`config.mk`:
```
export PLATFORM = sky130hd
export DESIGN_NAME = hb_deadband
export DESIGN_NICKNAME = d
export VERILOG_FILES = /design/src/rtl/hb_pkg.sv /design/src/rtl/hb_req_edge.sv /design/src/rtl/hb_dly_chan.sv /design/src/rtl/hb_out_stage.sv /design/src/rtl/hb_deadband.sv
export SDC_FILE = /design/constraint.sdc
export NUM_CORES = 1
export LEC_CHECK = 0
export CORE_MARGIN = 2
export CORE_UTILIZATION = 40
export CTS_BUF_LIST = sky130_fd_sc_hd__clkbuf_8
export CTS_CLUSTER_SIZE = 40
export DETAILED_ROUTE_END_ITERATION = 6
export SYNTH_ARGS = -nofsm -noshare
export SYNTH_HDL_FRONTEND = slang
export SYNTH_SLANG_ARGS = --single-unit
```
`constraint.sdc`:
```
create_clock -name clk -period 2.6 [get_ports clk]
set_clock_uncertainty 0.1 [all_clocks]
set_input_delay 0.39 -clock clk [delete_from_list [all_inputs] [get_ports clk]]
set_output_delay 0.39 -clock clk [all_outputs]
set_load 0.02 [all_outputs]
```
`src/rtl/hb_pkg.sv`:
```
`timescale 1ns/1ps
package hb_pkg;
  localparam int unsigned HB_CH_NUM = 2;
  localparam int unsigned HB_CH_UP  = 0;
  localparam int unsigned HB_CH_DN  = 1;

  typedef enum logic [1:0] {
    ST_IDLE = 2'd0,
    ST_WAIT = 2'd1,
    ST_ON   = 2'd2
  } hb_st_e;
endpackage

```
`src/rtl/hb_req_edge.sv`:
```
`timescale 1ns/1ps
// Splits the PWM level into per-channel requests and flags the clock
// on which each request begins.
module hb_req_edge #(
  parameter int unsigned CH_NUM = hb_pkg::HB_CH_NUM
) (
  input  logic              clk,
  input  logic              rst,
  input  logic              pwm_in,
  output logic [CH_NUM-1:0] req,
  output logic [CH_NUM-1:0] rise
);
  logic [CH_NUM-1:0] req_q;

  generate
    for (genvar g = 0; g < CH_NUM; g++) begin : g_req
      if (g == hb_pkg::HB_CH_UP) begin : g_up
        assign req[g] = pwm_in;
      end else begin : g_dn
        assign req[g] = ~pwm_in;
      end
    end
  endgenerate

  // Cleared at reset so both channels see a fresh request afterwards.
  always_ff @(posedge clk) begin
    if (rst) req_q <= '0;
    else     req_q <= req;
  end

  assign rise = req & ~req_q;
endmodule

```
`src/rtl/hb_dly_chan.sv`:
```
`timescale 1ns/1ps
// One channel: waits out the dead band before granting activation.
module hb_dly_chan
  import hb_pkg::*;
#(
  parameter int unsigned CNT_W = 7
) (
  input  logic             clk,
  input  logic             rst,
  input  logic             tick,
  input  logic             req,
  input  logic             rise,
  input  logic [CNT_W-1:0] dly,
  output logic             on_nxt
);
  localparam logic [CNT_W-1:0] CNT_ONE  = CNT_W'(1);
  localparam logic [CNT_W-1:0] CNT_ZERO = '0;

  hb_st_e           st, st_nxt;
  logic [CNT_W-1:0] cnt, cnt_nxt;

  always_comb begin
    st_nxt  = st;
    cnt_nxt = cnt;
    if (!req) begin
      st_nxt  = ST_IDLE;
      cnt_nxt = CNT_ZERO;
    end else if (rise) begin
      if (dly == CNT_ZERO) begin
        st_nxt  = ST_ON;
        cnt_nxt = CNT_ZERO;
      end else begin
        st_nxt  = ST_WAIT;
        cnt_nxt = dly;
      end
    end else if (st == ST_WAIT && tick) begin
      if (cnt == CNT_ONE) begin
        st_nxt  = ST_ON;
        cnt_nxt = CNT_ZERO;
      end else begin
        cnt_nxt = cnt - CNT_ONE;
      end
    end
  end

  always_ff @(posedge clk) begin
    if (rst) begin
      st  <= ST_IDLE;
      cnt <= CNT_ZERO;
    end else begin
      st  <= st_nxt;
      cnt <= cnt_nxt;
    end
  end

  assign on_nxt = (st_nxt == ST_ON);


  zero_dly_chk: assert property (@(posedge clk) disable iff (rst)
    (rise && dly == CNT_ZERO) |=> (st == ST_ON));

  load_chk: assert property (@(posedge clk) disable iff (rst)
    (rise && dly != CNT_ZERO) |=> (st == ST_WAIT && cnt == $past(dly)));

  hold_chk: assert property (@(posedge clk) disable iff (rst)
    (st == ST_WAIT && req && !rise && !tick) |=> (st == ST_WAIT && $stable(cnt)));

  cancel_chk: assert property (@(posedge clk) disable iff (rst)
    (st == ST_WAIT && !req) |=> (st == ST_IDLE));
endmodule

```
`src/rtl/hb_out_stage.sv`:
```
`timescale 1ns/1ps
// Applies the polarity and registers the drive pins.
module hb_out_stage #(
  parameter int unsigned CH_NUM = hb_pkg::HB_CH_NUM
) (
  input  logic              clk,
  input  logic              rst,
  input  logic              act_high,
  input  logic [CH_NUM-1:0] on_nxt,
  output logic [CH_NUM-1:0] drv
);
  logic [CH_NUM-1:0] inv_mask;
  assign inv_mask = {CH_NUM{~act_high}};

  always_ff @(posedge clk) begin
    if (rst) drv <= inv_mask;
    else     drv <= on_nxt ^ inv_mask;
  end
endmodule

```
`src/rtl/hb_deadband.sv`:
```
`timescale 1ns/1ps
module hb_deadband #(
  parameter int unsigned CNT_W = 7
) (
  input  logic             clk,
  input  logic             rst,
  input  logic             tick,
  input  logic             pwm_in,
  input  logic [CNT_W-1:0] dly_cnt,
  input  logic             act_high,
  output logic             drv_up,
  output logic             drv_dn
);
  localparam int unsigned CH_NUM = hb_pkg::HB_CH_NUM;

  logic [CH_NUM-1:0] req;
  logic [CH_NUM-1:0] rise;
  logic [CH_NUM-1:0] on_nxt;
  logic [CH_NUM-1:0] drv;

  hb_req_edge #(.CH_NUM(CH_NUM)) u_edge (
    .clk    (clk),
    .rst    (rst),
    .pwm_in (pwm_in),
    .req    (req),
    .rise   (rise)
  );

  generate
    for (genvar g = 0; g < CH_NUM; g++) begin : g_chan
      hb_dly_chan #(.CNT_W(CNT_W)) u_chan (
        .clk    (clk),
        .rst    (rst),
        .tick   (tick),
        .req    (req[g]),
        .rise   (rise[g]),
        .dly    (dly_cnt),
        .on_nxt (on_nxt[g])
      );
    end
  endgenerate

  hb_out_stage #(.CH_NUM(CH_NUM)) u_out (
    .clk      (clk),
    .rst      (rst),
    .act_high (act_high),
    .on_nxt   (on_nxt),
    .drv      (drv)
  );

  assign drv_up = drv[hb_pkg::HB_CH_UP];
  assign drv_dn = drv[hb_pkg::HB_CH_DN];


  no_overlap_chk: assert property (@(posedge clk) disable iff (rst)
    !(on_nxt[hb_pkg::HB_CH_UP] && on_nxt[hb_pkg::HB_CH_DN]));

  up_off_chk: assert property (@(posedge clk) disable iff (rst)
    !pwm_in |=> (drv_up == ~$past(act_high)));

  dn_off_chk: assert property (@(posedge clk) disable iff (rst)
    pwm_in |=> (drv_dn == ~$past(act_high)));
endmodule

```
==> results of run 1 <==
cell families (layout without fill, tap and decap cells):
group | Yosys count | count (layout)
simple gates | 50 | 50
compound gates | 49 | 49
flops | 22 | 22
buf+inv | 11 | 26
fa+ha+maj | 4 | 4
mux | 4 | 4
xor+xnor | 2 | 2
through the flow:
stage	total power (uW)	utilization (%)	cell area (sq um)	std cells	setup WS, ns
final	700.8	48.24	1436	190	0.6477
after detailed placement	499.0	46.85	1395	187	0.3617
after CTS	703.2	48.24	1436	190	0.6346
after global routing	736.3	48.24	1436	190	0.5961
after floorplan	450.8	-	1220	142	1.006
after global placement	498.4	46.85	1395	187	0.4224
Yosys cell counts (all sizes together), types with 3 or more instances:
master and number:
dfxtp 22, a21oi 21, nand2 13, o21ai 10, inv 8, nor4 6, a211oi 4, a221oi 4
a31oi 4, ha 4, mux2i 4, nand2b 4, nor2 4, clkbuf 3, nor2b 3, nor3 3
flip-flops by register name, summed over array words and instances (netlist names):
register / count
u_edge.req_q: 2
g_chan.u_chan.st: 4
u_out.drv: 2
g_chan.u_chan.cnt: 14
where the power goes:
group / leakage (uW) / total (uW) / switching [uW] / internal, uW
sequential: 0.000180 / 371 / 18.6 / 353
combinational: 0.000306 / 121 / 62.3 / 58.6
clock: 0.0000216 / 208 / 105 / 103
worst min-delay path: cells and delay by family, from the launching register on:
kind | cells | cell delay (ns)
AOI/OAI and AO/OA | 1 | 0.06
buffers and inverters | 1 | 0.06
DFF | 1 | 0.35
layout make-up:
type / count / area [sq um] / share of cell area (%)
multi-input combinational: 109 / 738.2 / 51.39
sequential: 22 / 440.4 / 30.66
timing repair buffer: 15 / 145.1 / 10.10
clock buffer: 3 / 41.29 / 2.875
tap: 33 / 41.29 / 2.875
inverter: 8 / 30.03 / 2.091
worst min path at each step:
stage,from,to,cells past startpoint
floorplan,g_chan[0].u_chan.st[0],g_chan[0].u_chan.st[0],2
detailed placement,g_chan[0].u_chan.st[0],g_chan[0].u_chan.st[0],2
global route,g_chan[1].u_chan.st[1],g_chan[1].u_chan.st[1],2
global placement,g_chan[0].u_chan.st[0],g_chan[0].u_chan.st[0],2
CTS,g_chan[0].u_chan.st[0],g_chan[0].u_chan.st[0],2
finish,g_chan[0].u_chan.st[1],g_chan[0].u_chan.st[1],2
metal layers:
metal	part of all wire (%)	routed length, um	GRT usage [%]
met1	51	1328	22.40
met2	43	1113	23.70
met3	5.4	141	3.493
met4	1.4	36	5.844
met5	0	0	0
==> flow_metrics.py, run 1 <==
metrics = {
    "outcome": {
        "outcome": "completed",
    },
    "floorplanning": {
        "die_height_um": 59.23,
        "rows": 20,
        "die_area_sq_um": 3508,
        "initial_core_util_pct": 40.97,
        "fp.dieW_um": 59.23,
        "io_pins": 14,
        "design.core.area_sq_um": 2978,
    },
    "min_path": {
        "hp-class": "reg2reg",
    },
    "synth": {
        "ys.flop_type": "dfxtp_1",
        "synth_fp_nets": 158,
        "postSynth.asyncResetShare_pct": 0,
        "synth_top_family_by_area": "simple AND/OR/NAND/NOR gates",
        "yosys.area_share.simple_pct": 27.08,
        "synthXorXnorAreaFrac_pct": 1.436,
        "ys_seq_area_share_pct": 36.10,
        "synth_seq_cells": 22,
        "yosys-top-cells-area": "dfxtp_1 (36%), a21oi_1 (8.6%), ha_1 (4.1%), o21ai_0 (4.1%), nand2_1 (4.0%)",
        "synth_fa_ha_area_share_pct": 4.103,
        "yosysTopAreaCell": "dfxtp_1",
        "syn_inst": 142,
        "synth-edff-count": 0,
        "yosys-mux-area-fraction_pct": 3.282,
        "ys.warnings.count": 0,
        "syn_avg_cell_area_sq_um": 8.591,
        "synth_compound_area_share_pct": 24.62,
        "ys_types": 36,
        "synth_top_area_share_pct": 36.10,
        "mappedNetlistArea_sq_um": 1220,
    },
    "cts": {
        "htree_levels": 1,
        "cts_tree": "built",
        "clockBufferDepth": 2,
        "clk_latency_ns": 0.25,
        "hold_buffers": 0,
        "cts_num_sinks": 22,
        "clkTransAtPathRegs_ns": 0.08,
        "cts_setup_buffers": 0,
        "cts_resized": 0,
        "root_buffer": "clkbuf_8",
        "numCtsBuffers": 3,
    },
    "sta": {
        "finalSetupViolations": 0,
        "slew_headroom_pct": 71.75,
        "fmax_mhz": 512.2,
        "finalHoldViolCount": 0,
        "slew_violations": 0,
        "tns_ns": 0,
        "finalCritPeriodShare_pct": 75.09,
        "rsz0062_at_grt": "no",
        "hold_slack_ns": 0.4186,
        "tightest_slew_ns": 0.4206,
        "post-route-min-period_ns": 1.952,
    },
    "final_layout": {
        "area_delta_synth_final_pct": 17.74,
        "fill_cells": 285,
        "fin_nets": 175,
        "mostFrequentLayoutCell": "dfxtp_1",
        "drive_gt1_share_pct": 8.280,
        "final_cell_mix": "dfxtp_1 (22), a21oi_1 (21), nand2_1 (13), clkdlybuf4s50_1 (13), o21ai_0 (10)",
        "antenna_cells": 0,
    },
    "drt": {
        "drtPass1Iterations": 4,
        "first_iter_violations": 48,
        "drtAntennaViolNets": 0,
        "wl_per_cell_um": 13.78,
        "routed_wl_mm": 2.618,
        "drc_errors": 0,
        "vias": 1091,
        "post_drt_via_cell_ratio": 5.742,
    },
    "setup_path": {
        "r2r_slack_ns": 0.74,
        "slowest_delay_ns": 0.62,
        "setup.worst_path.end": "g_chan[1].u_chan.cnt[3]",
        "required_ns": 2.69,
        "crit_chain": "clkdlybuf4s50_1, nand3b_4, or4_4, or3b_1, a21oi_1",
        "arrival_ns": 2.04,
        "critPathKind": "in2reg",
        "start_kind": "input pin",
        "critPathMaxFanout": 6,
        "crit_path_end_kind": "flop",
        "critPathTopFamily": "simple AND/OR/NAND/NOR gates",
        "cp_slowest_cell": "clkdlybuf4s50_1",
        "r2r_cells": 5,
        "r2r_start": "g_chan[0].u_chan.cnt[0]",
        "rr_endpoint": "u_out.drv[0]",
        "cp.depth": 5,
        "startpoint": "tick",
        "crit_buf_inv": 1,
    },
    "placement": {
        "place.gp.congestion": 0.8449,
        "io_buffer_count": 13,
        "dp_hpwl_mm": 1.987,
    },
    "grt": {
        "track_usage_pct": 15.90,
        "grt_overflow": 0,
        "antenna_found_initial": 0,
        "grt_pass1_vias": 932,
        "grt_pass1_wl_mm": 4.257,
        "grt_max_degree": 13,
    },
    "power": {
        "p_per_area_nw_per_um2": 487.9,
        "p_leak_uw": 0.0005081,
        "peakVddDrop_uv": 237.2,
    },
    "run": {
        "drv_cap": 0,
    },
}
Note: power is estimated with default switching activity, not from simulation.
==> run 2, diff against run 1 <==
Clock period 2.6 ns to 1.6 ns, I/O delays scaled along.
==> flow_metrics.py, run 2 (synthesis gave the netlist of run 1 again) <==
metrics = {
    "sta": {
        "tns_ns": 0,
        "post-route-min-period_ns": 1.548,
        "hold_slack_ns": 0.4155,
        "finalCritPeriodShare_pct": 96.74,
        "tightest_slew_ns": 0.3521,
        "finalSetupViolations": 0,
        "finalHoldViolCount": 0,
        "slew_headroom_pct": 76.31,
        "rsz0062_at_grt": "yes",
        "slew_violations": 0,
        "fmax_mhz": 646.0,
    },
    "setup_path": {
        "crit_buf_inv": 0,
        "start_kind": "flop",
        "arrival_ns": 1.66,
        "cp.depth": 4,
        "critPathTopFamily": "simple AND/OR/NAND/NOR gates",
        "crit_path_end_kind": "flop",
        "r2r_cells": 4,
        "slowest_delay_ns": 0.41,
        "required_ns": 1.71,
        "crit_chain": "nand3b_4, or4_4, or3b_1, a21oi_1",
        "critPathMaxFanout": 3,
        "cp_slowest_cell": "or4_4",
        "critPathKind": "reg2reg",
    },
    "grt": {
        "grt_pass1_wl_mm": 5.340,
        "grt_pass1_vias": 1188,
        "grt_max_degree": 12,
        "track_usage_pct": 20.57,
        "antenna_found_initial": 0,
        "grt_overflow": 0,
    },
    "final_layout": {
        "multiInputGateArea_sq_um": 805.8,
        "final-seq-area_sq_um": 444.2,
        "fin_cells": 224,
        "reg.largest.list": "g_chan.u_chan.cnt: 14 flops, g_chan.u_chan.st: 4 flops",
        "mostFrequentLayoutCell": "buf_4",
        "top_register": "g_chan.u_chan.cnt",
        "antenna_cells": 0,
        "fin_nets": 209,
        "area_delta_synth_final_pct": 44.72,
        "postLayoutCoreUtil_pct": 59.29,
        "largest_reg_flops": 14,
        "drive_gt1_share_pct": 32.98,
        "final_cell_mix": "buf_4 (35), a21oi_1 (21), dfxtp_1 (19)",
        "fill_cells": 276,
    },
    "drt": {
        "post_drt_via_cell_ratio": 5.670,
        "first_iter_violations": 40,
        "vias": 1270,
        "drc_errors": 0,
        "wl_per_cell_um": 14.20,
        "drtAntennaViolNets": 0,
        "top_layer_used": "met4",
        "wl_met1_mm": 1.548,
        "routed_wl_mm": 3.180,
        "route.met3.wl_um": 107,
        "met2WireLength_mm": 1.461,
        "drtPass1Iterations": 4,
    },
    "floorplanning": {
        "fp.dieW_um": 59.23,
        "rows": 20,
        "design.core.area_sq_um": 2978,
        "io_pins": 14,
        "die_height_um": 59.23,
        "die_area_sq_um": 3508,
        "initial_core_util_pct": 40.97,
    },
    "cts": {
        "root_buffer": "clkbuf_8",
        "clkTransAtPathRegs_ns": 0.08,
        "cts_tree": "built",
        "cts_setup_buffers": 0,
        "clk_latency_ns": 0.27,
        "numCtsBuffers": 3,
        "htree_levels": 1,
        "clockBufferDepth": 2,
        "cts_num_sinks": 22,
    },
    "power": {
        "peakVddDrop_uv": 335.9,
        "p_per_area_nw_per_um2": 702.0,
        "p_leak_uw": 0.0006861,
    },
    "placement": {
        "place.gp.congestion": 0.8758,
        "io_buffer_count": 13,
        "dp.cells": 221,
        "dp_hpwl_mm": 2.510,
    },
    "run": {
        "drv_cap": 0,
    },
    "min_path": {
        "min_path_cells": 2,
        "hp-class": "reg2reg",
    },
    "outcome": {
        "outcome": "completed",
    },
}
## run 2: what timing repair did
item | 4_1_cts | 5_1_grt
hold buffers | 0 | 0
endpoints found under the setup margin | 9 | 11
pin swaps | 3 | 2
resized for setup | 8 | 13
## run 2: where the power goes
part	switching, uW	internal [uW]
Clock	190	169
Combinational	132	147
Sequential	26.7	574
## run 2: final timing paths
| check | slack (ns) | end | start |
|---|---|---|---|
| worst max register to register | 0.05 | g_chan[1].u_chan.cnt[3] | g_chan[1].u_chan.st[1] |
| worst min register to register | 0.42 | g_chan[1].u_chan.cnt[5] | u_edge.req_q[1] |
| worst max-delay path | 0.05 | g_chan[1].u_chan.cnt[3] | g_chan[1].u_chan.st[1] |
| worst min-delay path | 0.42 | g_chan[1].u_chan.cnt[5] | u_edge.req_q[1] |
## run 2: worst register-to-register path, stage by stage, from the launching register on
cell      delay (ns)
dfxtp_1         0.33
nand3b_4        0.16
or4_4           0.42
or3b_1          0.36
a21oi_1         0.12
## run 2: layer usage
| layer | GRT usage [%] | vias up |
|---|---|---|
| li1 | - | 639 |
| met1 | 26.99 | 599 |
| met2 | 32.81 | 27 |
| met3 | 3.275 | 5 |
| met4 | 9.740 | 0 |
| met5 | 0 | - |
## run 2: stage by stage
stage               power [uW]  area, sq um  worst slack (ns)
floorplan                732.6         1220          0.005998
global placement         868.7         1650           -0.3282
detailed placement       873.2         1650           -0.4109
CTS                       1233         1714          0.008570
global route              1291         1765          -0.01549
finish                    1239         1765           0.05212
## run 2: cell type report
class	instances	share of cell area [%]
multi-input combinational	109	45.64
tap	33	2.339
clock buffer	3	2.339
inverter	8	1.701
timing repair buffer	49	22.82
sequential	22	25.16
==> run 3, diff against run 2 <==
Settings changed: ABC_AREA set to 0, SYNTH_HIERARCHICAL set to 1.
==> flow_metrics.py, run 3 <==
metrics = {
    "floorplanning": {
        "rows": 20,
        "design.core.area_sq_um": 3078,
        "io_pins": 14,
        "initial_core_util_pct": 42.07,
        "die_height_um": 60.90,
        "die_area_sq_um": 3709,
        "fp.dieW_um": 60.90,
    },
    "sta": {
        "finalHoldViolCount": 0,
        "tns_ns": -0.03534,
        "finalSetupViolations": 2,
        "post-route-min-period_ns": 1.620,
        "slew_headroom_pct": 76.25,
        "fmax_mhz": 617.1,
        "finalCritPeriodShare_pct": 101.3,
        "rsz0062_at_grt": "yes",
        "hold_slack_ns": 0.2128,
        "slew_violations": 0,
        "fin_ws_ns": -0.02048,
        "tightest_slew_ns": 0.3558,
    },
    "power": {
        "p_per_area_nw_per_um2": 733.1,
        "p_leak_uw": 0.0007346,
        "peakVddDrop_uv": 456.5,
        "p_total_uw": 1439,
    },
    "grt": {
        "track_usage_pct": 20.08,
        "grt_pass1_wl_mm": 5.506,
        "grt_pass1_vias": 1287,
        "grt_overflow": 0,
        "antenna_found_initial": 0,
        "grt_max_degree": 14,
    },
    "placement": {
        "place.gp.congestion": 0.7698,
        "place_area_sq_um": 1704,
        "dp_hpwl_mm": 2.301,
        "io_buffer_count": 13,
    },
    "setup_path": {
        "cp_slowest_cell": "dfxtp_4",
        "required_ns": 1.71,
        "start_kind": "flop",
        "slowest_delay_ns": 0.36,
        "r2r_start": "g_chan[1].u_chan/cnt[1]",
        "critPathMaxFanout": 2,
        "critPathKind": "reg2reg",
        "setup.worst_path.end": "u_out/drv[1]",
        "startpoint": "g_chan[1].u_chan/cnt[1]",
        "r2r_cells": 8,
        "r2r_slack_ns": -0.02,
        "rr_endpoint": "u_out/drv[1]",
        "crit_chain": "inv_4, ha_4, nor3b_4, nand2_2, nor2_4, o311a_1, nor2b_4, xnor2_1",
        "crit_path_end_kind": "flop",
        "arrival_ns": 1.73,
    },
    "synth": {
        "synth.most_common_cell": "dfxtp_1",
        "synth_top_area_share_pct": 34.01,
        "ys.flop_type": "dfxtp_1",
        "syn_inst": 144,
        "yosys-top-cells-area": "dfxtp_1 (34%), a21oi_1 (7.0%), mux2i_1 (4.6%), o21ai_0 (4.6%), o41ai_4 (4.3%)",
        "mappedNetlistArea_sq_um": 1295,
        "ys_seq_area_share_pct": 34.01,
        "synth_seq_cells": 22,
        "ys.warnings.count": 6,
        "synth_common_cells": "dfxtp_1 (22), a21oi_1 (18), o21ai_0 (12)",
        "syn_avg_cell_area_sq_um": 8.993,
        "synth-edff-count": 0,
        "yosysTopAreaCell": "dfxtp_1",
        "synth_fp_nets": 160,
        "ys_types": 32,
        "postSynth.asyncResetShare_pct": 0,
    },
    "min_path": {
        "hp-class": "in2reg",
    },
    "final_layout": {
        "fin_area_sq_um": 1963,
        "reg.largest.list": "g_chan.u_chan/cnt: 14 flops, g_chan.u_chan/st: 4 flops",
        "top_register": "g_chan.u_chan/cnt",
        "drive_gt1_share_pct": 42.78,
        "fin_nets": 211,
        "antenna_cells": 0,
        "final_cell_mix": "buf_4 (36), a21oi_1 (18), dfxtp_1 (17)",
        "mostFrequentLayoutCell": "buf_4",
        "area_delta_synth_final_pct": 51.59,
        "largest_reg_flops": 14,
    },
    "cts": {
        "cts_num_sinks": 22,
        "clk_latency_ns": 0.27,
        "clkTransAtPathRegs_ns": 0.09,
        "htree_levels": 1,
        "numCtsBuffers": 3,
        "clockBufferDepth": 2,
        "root_buffer": "clkbuf_8",
        "cts_tree": "built",
    },
    "drt": {
        "drc_errors": 0,
        "wl_per_cell_um": 14.80,
        "drtPass1Iterations": 4,
        "drtAntennaViolNets": 0,
        "vias": 1294,
        "first_iter_violations": 53,
        "post_drt_via_cell_ratio": 5.437,
        "routed_wl_mm": 3.523,
    },
    "outcome": {
        "outcome": "complete, but fails checks",
        "violations": "setup timing",
    },
    "run": {
        "drv_cap": 0,
    },
}
## run 3: changes by cell type after synthesis, moves of 3 or more
cell      before  now
a21oi_1       21   18
nor2_1         4   10
a221oi_1       3    0
o311a_1        0    4
nand2_1       13    2
nand3b_1       1    4
## run 3: how the worst min path moves through the flow
| stage | from | endpoint | depth (start not counted) |
|---|---|---|---|
| final | dly_cnt[6] | g_chan[0].u_chan/cnt[6] | 3 |
| after global routing | dly_cnt[3] | g_chan[1].u_chan/cnt[3] | 3 |
| after CTS | dly_cnt[6] | g_chan[0].u_chan/cnt[6] | 3 |
| after detailed placement | g_chan[1].u_chan/cnt[3] | g_chan[1].u_chan/cnt[3] | 2 |
| after global placement | g_chan[1].u_chan/cnt[3] | g_chan[1].u_chan/cnt[3] | 2 |
| after floorplan | rst | u_edge/req_q[1] | 1 |
## run 3: layer usage
layer / wire (um) / share of wire [%] / GRT usage, % / up-vias
li1: - / - / - / 641
met1: 1571 / 45 / 26.01 / 604
met2: 1746 / 50 / 33.64 / 37
met3: 126 / 3.6 / 3.198 / 12
met4: 78 / 2.2 / 7.453 / 0
met5: 0 / 0 / 0 / -
## run 3: area by class of cell
| type | instances | area [sq um] |
|---|---|---|
| fillers | 259 | 1115 |
| well taps | 44 | 55.05 |
| repair buffers | 51 | 411.6 |
| inverters | 9 | 41.29 |
| clock inverters | 1 | 30.03 |
| clock buffers | 3 | 41.29 |
| multi-input cells | 108 | 929.6 |
| flip-flops and latches | 22 | 454.2 |
## run 3: metrics by stage
stage / std cells / worst slack, ns / utilization (%)
floorplan: 144 / -0.03328 / -
global placement: 225 / -0.5345 / 55.37
detailed placement: 225 / -0.6029 / 55.37
CTS: 236 / -0.009205 / 60.33
global route: 238 / -0.1112 / 63.78
finish: 238 / -0.02048 / 63.78
## run 3: kinds of logic after synthesis
family	synth area share, %
AO/OA/AOI/OAI	25.70
XOR/XNOR	1.353
adder cells (fa/ha/maj)	3.865
buffers and inverters	4.348
flip-flops	34.01
multiplexers	4.638
AND/OR/NAND/NOR	26.09
## run 3: critical path: cells and delay by family (launching register included)
family	cells	cell delay (ns)
AOI/OAI and AO/OA	1	0.16
DFF	1	0.36
and+or+nand+nor	4	0.62
xor gates and xnor gates	1	0.11
adders and majority gates	1	0.13
buffers and inverters	1	0.07
## run 3: where the power goes
group          switching [uW]  leakage [uW]  internal [uW]
sequential               32.5      0.000184            572
clock                     197     0.0000357            335
combinational             147      0.000515            156
## run 3: what timing repair did
| action | 4_1_cts | 5_1_grt |
|---|---|---|
| setup endpoints to repair | 7 | 13 |
| pin swaps | 7 | 14 |
| setup buffers | 7 | 4 |
| hold buffers | 0 | 0 |
| resized for setup | 22 | 26 |
